File: config.mk
export PLATFORM = sky130hd
export DESIGN_NAME = pcd_decoder
export DESIGN_NICKNAME = d
export VERILOG_FILES = /design/src/rtl/pcd_pkg.sv /design/src/rtl/pcd_step.sv /design/src/rtl/pcd_place.sv /design/src/rtl/pcd_decoder.sv
export SDC_FILE = /design/constraint.sdc
export NUM_CORES = 1
export LEC_CHECK = 0
export BUFFER_PORTS_ARGS = -buffer_cell sky130_fd_sc_hd__buf_2
export CAP_MARGIN = 15
export CELL_PAD_IN_SITES_DETAIL_PLACEMENT = 1
export CELL_PAD_IN_SITES_GLOBAL_PLACEMENT = 1
export CORE_MARGIN = 3
export CORE_UTILIZATION = 48
export CTS_BUF_LIST = sky130_fd_sc_hd__clkbuf_2
export CTS_CLUSTER_DIAMETER = 80
export DETAILED_ROUTE_END_ITERATION = 6
export GPL_TIMING_DRIVEN = 0
export HOLD_SLACK_MARGIN = 0.08
export PLACE_DENSITY_LB_ADDON = 0.1
export SETUP_SLACK_MARGIN = 0.05
export SLEW_MARGIN = 0
export SYNTH_ARGS = -nofsm -noshare
export SYNTH_HDL_FRONTEND = slang
export SYNTH_SLANG_ARGS = --single-unit
File: constraint.sdc
create_clock -name clk -period 5.8 [get_ports clk]
set_input_delay 0 -clock clk [delete_from_list [all_inputs] [get_ports clk]]
set_output_delay 0 -clock clk [all_outputs]
set_load 0.01 [all_outputs]
File: src/rtl/pcd_pkg.sv
package pcd_pkg;
    typedef enum logic [0:0] {
        ST_IDLE = 1'b0,
        ST_WALK = 1'b1
    } pcd_state_e;
endpackage

File: src/rtl/pcd_step.sv
// One tree step: form the child index from the current node and the bit just read,
// look up its flag, and tell whether this step reaches the deepest allowed level.
module pcd_step #(
    parameter int MAX_DEPTH = 6,
    localparam int NODE_W   = MAX_DEPTH + 1,
    localparam int TREE_W   = 1 << NODE_W,
    localparam int DEPTH_W  = $clog2(MAX_DEPTH + 1)
) (
    input  logic [NODE_W-2:0]  node,
    input  logic               in_bit,
    input  logic [DEPTH_W-1:0] depth,
    input  logic [TREE_W-1:0]  tree,
    output logic [NODE_W-1:0]  child,
    output logic               hit,
    output logic               at_limit
);
    always_comb begin
        child    = {node, in_bit};
        hit      = tree[child];
        at_limit = (depth == DEPTH_W'(MAX_DEPTH - 1));
    end
endmodule

File: src/rtl/pcd_place.sv
// Replaces byte lane 'idx' of 'word_in' with 'sym'; other lanes pass through.
module pcd_place #(
    parameter int LANES  = 8,
    parameter int BYTE_W = 8,
    localparam int IDX_W = $clog2(LANES)
) (
    input  logic [LANES*BYTE_W-1:0] word_in,
    input  logic [IDX_W-1:0]        idx,
    input  logic [BYTE_W-1:0]       sym,
    output logic [LANES*BYTE_W-1:0] word_out
);
    for (genvar g = 0; g < LANES; g++) begin : g_lane
        always_comb begin
            if (idx == IDX_W'(g)) begin
                word_out[g*BYTE_W +: BYTE_W] = sym;
            end else begin
                word_out[g*BYTE_W +: BYTE_W] = word_in[g*BYTE_W +: BYTE_W];
            end
        end
    end
endmodule

File: src/rtl/pcd_decoder.sv
module pcd_decoder #(
    parameter int MAX_DEPTH = 6,
    parameter int IN_W      = 64,
    parameter int OUT_BYTES = 8,
    localparam int BYTE_W   = 8,
    localparam int NODE_W   = MAX_DEPTH + 1,
    localparam int TREE_W   = 1 << NODE_W,
    localparam int DEPTH_W  = $clog2(MAX_DEPTH + 1),
    localparam int OUT_W    = OUT_BYTES * BYTE_W,
    localparam int IDX_W    = $clog2(OUT_BYTES),
    localparam int CNT_W    = $clog2(OUT_BYTES + 1)
) (
    input  logic              clk,
    input  logic              rst_n,
    input  logic              start,
    input  logic              single,
    input  logic [TREE_W-1:0] tree,
    input  logic [IN_W-1:0]   bits_in,
    output logic              done,
    output logic              overflow,
    output logic [OUT_W-1:0]  out_word,
    output logic [IN_W-1:0]   rest_bits,
    output logic [CNT_W-1:0]  byte_count
);
    import pcd_pkg::*;

    localparam logic [NODE_W-2:0] ROOT = (NODE_W-1)'(1);

    pcd_state_e state, state_nx;

    // Working registers of the walk
    logic [TREE_W-1:0]  tree_q;
    logic [IN_W-1:0]    rem_q;      // bits not yet read
    logic [IN_W-1:0]    cw_q;       // bits from the start of the current code word
    logic [NODE_W-2:0]  node_q;
    logic [DEPTH_W-1:0] depth_q;
    logic [OUT_W-1:0]   acc_q;
    logic [CNT_W-1:0]   cnt_q;
    logic               single_q;

    // Published results
    logic               done_q;
    logic               ovf_q;
    logic [OUT_W-1:0]   out_q;
    logic [IN_W-1:0]    rest_q;
    logic [CNT_W-1:0]   cnt_out_q;

    // Step results
    logic [NODE_W-1:0]  child;
    logic               hit;
    logic               at_limit;
    logic [OUT_W-1:0]   placed;
    logic [IN_W-1:0]    rem_shift;
    logic               empty;
    logic               more_after;
    logic [CNT_W-1:0]   cnt_inc;
    logic               full_now;
    logic               busy;

    // Transition decisions
    logic               accept;
    logic               emit;
    logic               finish;
    logic               fin_ovf;
    logic [IN_W-1:0]    fin_rest;

    pcd_step #(.MAX_DEPTH(MAX_DEPTH)) u_step (
        .node     (node_q),
        .in_bit   (rem_q[0]),
        .depth    (depth_q),
        .tree     (tree_q),
        .child    (child),
        .hit      (hit),
        .at_limit (at_limit)
    );

    pcd_place #(.LANES(OUT_BYTES), .BYTE_W(BYTE_W)) u_place (
        .word_in  (acc_q),
        .idx      (cnt_q[IDX_W-1:0]),
        .sym      (BYTE_W'(child)),
        .word_out (placed)
    );

    always_comb begin
        rem_shift  = rem_q >> 1;
        empty      = (rem_q[IN_W-1:1] == '0);
        more_after = (rem_q[IN_W-1:2] != '0);
        cnt_inc    = cnt_q + CNT_W'(1);
        full_now   = (cnt_inc == CNT_W'(OUT_BYTES));
        busy       = (state == ST_WALK);
    end

    // Next-state and transition decisions
    always_comb begin
        state_nx = state;
        accept   = 1'b0;
        emit     = 1'b0;
        finish   = 1'b0;
        fin_ovf  = 1'b0;
        fin_rest = cw_q;
        unique case (state)
            ST_IDLE: begin
                if (start) begin
                    accept   = 1'b1;
                    state_nx = ST_WALK;
                end
            end
            ST_WALK: begin
                if (empty) begin
                    finish = 1'b1;
                end else if (hit) begin
                    emit = 1'b1;
                    if (single_q || full_now) begin
                        finish   = 1'b1;
                        fin_rest = rem_shift;
                    end
                end else if (at_limit) begin
                    finish  = 1'b1;
                    fin_ovf = more_after;
                end
                if (finish) begin
                    state_nx = ST_IDLE;
                end
            end
            default: state_nx = ST_IDLE;
        endcase
    end

    // State register
    always_ff @(posedge clk) begin
        if (!rst_n) begin
            state <= ST_IDLE;
        end else begin
            state <= state_nx;
        end
    end

    // Datapath and output registers
    always_ff @(posedge clk) begin
        if (!rst_n) begin
            tree_q    <= '0;
            rem_q     <= '0;
            cw_q      <= '0;
            node_q    <= ROOT;
            depth_q   <= '0;
            acc_q     <= '0;
            cnt_q     <= '0;
            single_q  <= 1'b0;
            done_q    <= 1'b0;
            ovf_q     <= 1'b0;
            out_q     <= '0;
            rest_q    <= '0;
            cnt_out_q <= '0;
        end else begin
            done_q <= 1'b0;
            if (accept) begin
                tree_q   <= tree;
                rem_q    <= bits_in;
                cw_q     <= bits_in;
                node_q   <= ROOT;
                depth_q  <= '0;
                acc_q    <= '0;
                cnt_q    <= '0;
                single_q <= single;
            end else if (busy && !empty) begin
                rem_q <= rem_shift;
                if (emit) begin
                    acc_q   <= placed;
                    cnt_q   <= cnt_inc;
                    node_q  <= ROOT;
                    depth_q <= '0;
                    cw_q    <= rem_shift;
                end else begin
                    node_q  <= child[NODE_W-2:0];
                    depth_q <= depth_q + DEPTH_W'(1);
                end
            end
            if (finish) begin
                done_q    <= 1'b1;
                ovf_q     <= fin_ovf;
                rest_q    <= fin_rest;
                cnt_out_q <= emit ? cnt_inc : cnt_q;
                out_q     <= emit ? placed : acc_q;
            end
        end
    end

    assign done       = done_q;
    assign overflow   = ovf_q;
    assign out_word   = out_q;
    assign rest_bits  = rest_q;
    assign byte_count = cnt_out_q;
endmodule

==> results of run 1 <==
-- synthesized netlist by cell type, drive strengths merged, types with 2 or more instances --
| cell | n | area [um2] |
|---|---|---|
| o2111a | 3 | 33.8 |
| nor2 | 69 | 259 |
| nand3 | 12 | 60.1 |
| clkbuf | 106 | 398 |
| nor4 | 15 | 93.8 |
| a2bb2oi | 6 | 52.6 |
| mux2i | 209 | 2090 |
| a31oi | 66 | 428 |
| o2bb2ai | 122 | 1570 |
| nand4 | 5 | 31.3 |
| nand2 | 406 | 1520 |
| nor3b | 3 | 22.5 |
| buf | 61 | 438 |
| a221oi | 3 | 32.5 |
| or4 | 2 | 15.0 |
| nand2b | 3 | 18.8 |
| a21oi | 206 | 1040 |
| a311oi | 2 | 17.5 |
| nand3b | 5 | 37.5 |
| a22oi | 6 | 50.1 |
| nor2b | 5 | 31.3 |
| o21ai | 67 | 335 |
| nor3 | 8 | 40.0 |
| or3 | 6 | 37.5 |
| mux4 | 28 | 631 |
| ha | 8 | 100 |
| inv | 17 | 63.8 |
| dfxtp | 469 | 9390 |
| xnor2 | 2 | 17.5 |
| o21a | 2 | 15.0 |
| o211a | 2 | 20.0 |
| a211oi | 4 | 45.1 |
| a211o | 2 | 18.8 |
| a32o | 2 | 20.0 |
-- timing repair --
item,4_1_cts
buffers inserted,0
hold buffers,429
hold endpoints to repair,297
-- routing by layer --
metal	overflow	track usage
met5	0	0.370
met4	85	0.840
met3	1	0.657
met2	78	0.943
met1	1	0.768
-- kinds of logic after synthesis --
| logic type | after synthesis | synth area share |
|---|---|---|
| xor gates and xnor gates | 3 | 0.00137 |
| adders and majority gates | 8 | 0.00524 |
| buffers and inverters | 184 | 0.0471 |
| DFF | 469 | 0.491 |
| AOI/OAI and AO/OA | 500 | 0.197 |
| and+or+nand+nor | 544 | 0.116 |
| muxes | 238 | 0.143 |
-- through the flow --
stage | worst slack (ns) | instances | hold slack (ns)
floorplan | 2.80 | 1946 | 0.136
global placement | 1.61 | 2792 | 0.245
detailed placement | 1.56 | 2792 | 0.251
CTS | 1.51 | 3434 | 0.165
==> impl_metrics.toml, run 1 <==
[run_status]
error = "[ERROR GRT-0232] Routing congestion too high. Check the congestion heatmap in the GUI."
status = "did not finish"
failed_stage = "global routing"

[clock_tree]
cts-resized-gates = 0
clockBufferDepth = 3
cts_buffers = 118
ctsRootBufferMaster = "clkbuf_2"
cts.htree.levels = 3
clock-sinks = 469

[logic_synthesis]
yosysWarnings = 0
synth.yosys.seq_area_share = 0.491
ys_ff_latch = 469
synth_cell_type_count = 60
syn_area_per_cell_um2 = 9.82
syn_nets = 2150
synth-main-ff-cell = "dfxtp_1"
synthArstFlopShare = 0
syn_inst = 1946
syn-cell-area_mm2 = 0.0191
synth_edf_count = 0

[floorplanning]
io_pins = 330
rows = 72
fp.dieW_um = 206
die_h_um = 206
start_util = 0.490

[grt]
track_usage = 0.793
overflow = 165
antenna_found_initial = 23
grt_max_degree = 16

[place]
dp_hpwl_um = 45800
io_buffers = 328
dpl-instance-area_mm2 = 0.0214
gp_congestion = 0.844
==> run 2: changes to the inputs <==
CELL_PAD_IN_SITES_DETAIL_PLACEMENT = unset   (was 1)
CELL_PAD_IN_SITES_GLOBAL_PLACEMENT = unset   (was 1)
CORE_UTILIZATION = 35   (was 48)
CTS_BUF_LIST = unset   (was sky130_fd_sc_hd__clkbuf_2)
CTS_CLUSTER_DIAMETER = unset   (was 80)
HOLD_SLACK_MARGIN = unset   (was 0.08)
PLACE_DENSITY_LB_ADDON = 0.15   (was 0.1)
SETUP_SLACK_MARGIN = unset   (was 0.05)
==> impl_metrics.toml, run 2 <==
[run_status]
status = "finished, final reports clean"

[floorplanning]
die_area_mm2 = 0.0575
io_pins = 330
rows = 85
fp.dieW_um = 240
die_h_um = 240
start_util = 0.355
coreArea_mm2 = 0.0539

[timing]
finalClockSkew_ns = 0.0186
worst_pin_slew_ns = 0.993
max_freq_ghz = 0.230
min_period_ns = 4.34
timing.final.ws_setup_ns = 1.46
finalSetupViolations = 0
final.setup.tns_ns = 0
rsz0062_at_grt = "false"
slew_headroom = 0.338
hold_slack_ns = 0.196
period_share = 0.749
maxSlewViolCount = 0
final-hold-violation-count = 0

[layout]
drive_above_1_share = 0.230
largest_register_ffs = 128
mostFrequentLayoutCells = "469 x dfxtp_1, 406 x nand2_1, 360 x buf_2, 209 x mux2i_1, 204 x a21oi_1"
largest-register = "tree_q"
nets = 2725
nFillCells = 5076
area_growth_syn_to_layout_pct = 32.4
stdcell_count = 3258
layout_commonest_cell = "dfxtp_1"

[route]
totalWireLength_um = 64700
detail-route-antenna-nets = 0
wl_met2_um = 29900
highest_layer = "met4"
drt_iter0_markers = 1108
wl_met3_um = 3570
met1_length_um = 29200
num_vias = 16700
drt_pass1_iterations = 5
wl_per_cell_um = 19.9
routed_via_density = 5.12
drc = 0

[hold_path]
whs_path_depth = 4
min_path_type = "in -> reg"
hold_start = "tree[106]"

[setup_path]
crit_path_start = "rem_q[13]$_SDFFE_PN0P_"
endpoint_kind = "flop"
path_common_cell = "clkbuf_1"
crit_chain = "nor4_1 > nand4_1 > or4_1 > clkbuf_1 > o21ai_1 > clkbuf_1 > clkbuf_1 > nand2_1 > a21oi_1"
critPathRequiredTime_ns = 6.29
reg2reg_depth = 9
path_class = "reg -> reg"
cpMaxStageDelayCell = "nor4_1"
max_stage_delay_ns = 0.76
cp_data_arrival_time_ns = 4.84
r2r_start = "rem_q[13]$_SDFFE_PN0P_"
cp_max_fo = 10
startpoint_type = "flop"

[clock_tree]
clock-sinks = 469
clockBufferDepth = 3
cts.htree.levels = 2
cts_setup_buffers = 0
cts-resized-gates = 0
cts_tree = "yes"
clk_latency_ns = 0.60
ctsRootBufferMaster = "clkbuf_16"
clkSlewWorstSetupHoldPaths_ns = 0.06
cts_buffers = 51

[power]
swShare = 0.258
power.density_mw_per_mm2 = 306
seqPwrFrac = 0.451
p_leak_uw = 0.00950
max-vdd-ir-drop_uv = 226
p_switching_uw = 1990
p_comb_frac = 0.118
pwr-share-clk = 0.431
p_int_uw = 5740

[logic_synthesis]
yosysWarnings = 0
synthXorXnorAreaFrac = 0.00137
syn-cell-area_mm2 = 0.0191
syn_inst = 1946
syn_nets = 2150
synth_top_area_frac = 0.491
synthAdderAreaFrac = 0.00524
yosys.area.top_type = "dfxtp_1"
synth-main-ff-cell = "dfxtp_1"
synth.yosys.seq_area_share = 0.491
synth_top_family_by_area = "compound AO/OA/AOI/OAI gates"
synth_cell_type_count = 60
yosys-top-cells-count = "469 x dfxtp_1, 406 x nand2_1, 209 x mux2i_1"
yosysMostFrequentCell = "dfxtp_1"
synth-compound-area-share = 0.197
synth.area.top_cells = "dfxtp_1 49%, mux2i_1 11%, nand2_1 8.0%, o2bb2ai_2 6.3%, a21oi_1 5.3%"
synthMuxAreaShare = 0.143
syn_area_per_cell_um2 = 9.82
synth-simple-area-share = 0.116
ys_ff_latch = 469
synthArstFlopShare = 0
synth_edf_count = 0

[place]
pre_cts_slack_ns = 1.48
gp_congestion = 0.827
dp_cells = 2970
dp_hpwl_um = 46000
io_buffers = 328

[grt]
grt_pass1_wl_um = 97800
track_usage = 0.221
grt_max_degree = 14
antenna_found_initial = 0
grt_pass1_vias = 16800
overflow = 0

[run]
cap_violations = 0
==> run 2: kinds of logic (layout without fill, tap and decap cells) <==
kind of cell | count (synthesis) | in the layout
AOI/OAI and AO/OA | 500 | 500
muxes | 238 | 238
xor gates and xnor gates | 3 | 3
adders and majority gates | 8 | 8
other | 0 | 1
buffers and inverters | 184 | 799
DFF | 469 | 469
and+or+nand+nor | 544 | 544
==> run 2: cell type report <==
type | instances | area, um2 | area share
inverters | 17 | 63.8 | 0.00252
multi-input cells | 1293 | 8830 | 0.349
clock buffers | 83 | 1620 | 0.0639
well taps | 696 | 871 | 0.0344
diodes | 1 | 2.50 | 0.0000989
clock inverters | 10 | 123 | 0.00484
repair buffers | 522 | 3580 | 0.142
plain buffers | 167 | 836 | 0.0330
flip-flops and latches | 469 | 9390 | 0.371
==> run 2: worst paths after layout <==
| check | end | slack [ns] |
|---|---|---|
| min | tree_q[106]$_SDFFE_PN0P_ | 0.20 |
| max reg2reg | node_q[4]$_SDFFE_PP0P_ | 1.46 |
| min reg2reg | acc_q[31]$_SDFFE_PP0P_ | 0.44 |
| max | node_q[4]$_SDFFE_PP0P_ | 1.46 |
==> run 2: critical path, delay by kind of cell (launching register included) <==
kind                   cells  cell delay [ns]
AND/OR/NAND/NOR            4             1.59
buffers and inverters      3             1.35
AO/OA/AOI/OAI              2             0.95
flip-flops                 1             0.36
==> run 2: metal layers <==
metal,vias to the layer above,global-route usage
met5,-,0
met4,0,0.0775
met3,120,0.0379
met2,461,0.362
met1,8048,0.294
li1,8067,-
==> run 2: per-stage QoR <==
| step | util | total power, uW | area [um2] |
|---|---|---|---|
| 2_1_floorplan | - | 4040 | 19100 |
| 3_3_place_gp | 0.401 | 4350 | 21600 |
| 3_5_place_dp | 0.401 | 4360 | 21600 |
| 4_1_cts | 0.469 | 7820 | 25300 |
| 5_1_grt | 0.469 | 8040 | 25300 |
| 6_report | 0.469 | 7740 | 25300 |
==> run 2: timing repair <==
item	4_1_cts	5_1_grt
endpoints found under the hold margin	257	0
hold buffers	194	0
setup endpoints to repair	0	0
==> run 2: power by group through the flow <==
| stage | Sequential [uW] | Clock, uW | Combinational (uW) |
|---|---|---|---|
| after global routing | 3510 | 3530 | 999 |
| after CTS | 3490 | 3410 | 911 |
| final | 3490 | 3330 | 911 |
| after floorplan | 3520 | 0 | 511 |
| after global placement | 3550 | 0 | 794 |
| after detailed placement | 3560 | 0 | 805 |
Note: power is estimated with default switching activity, not from simulation.
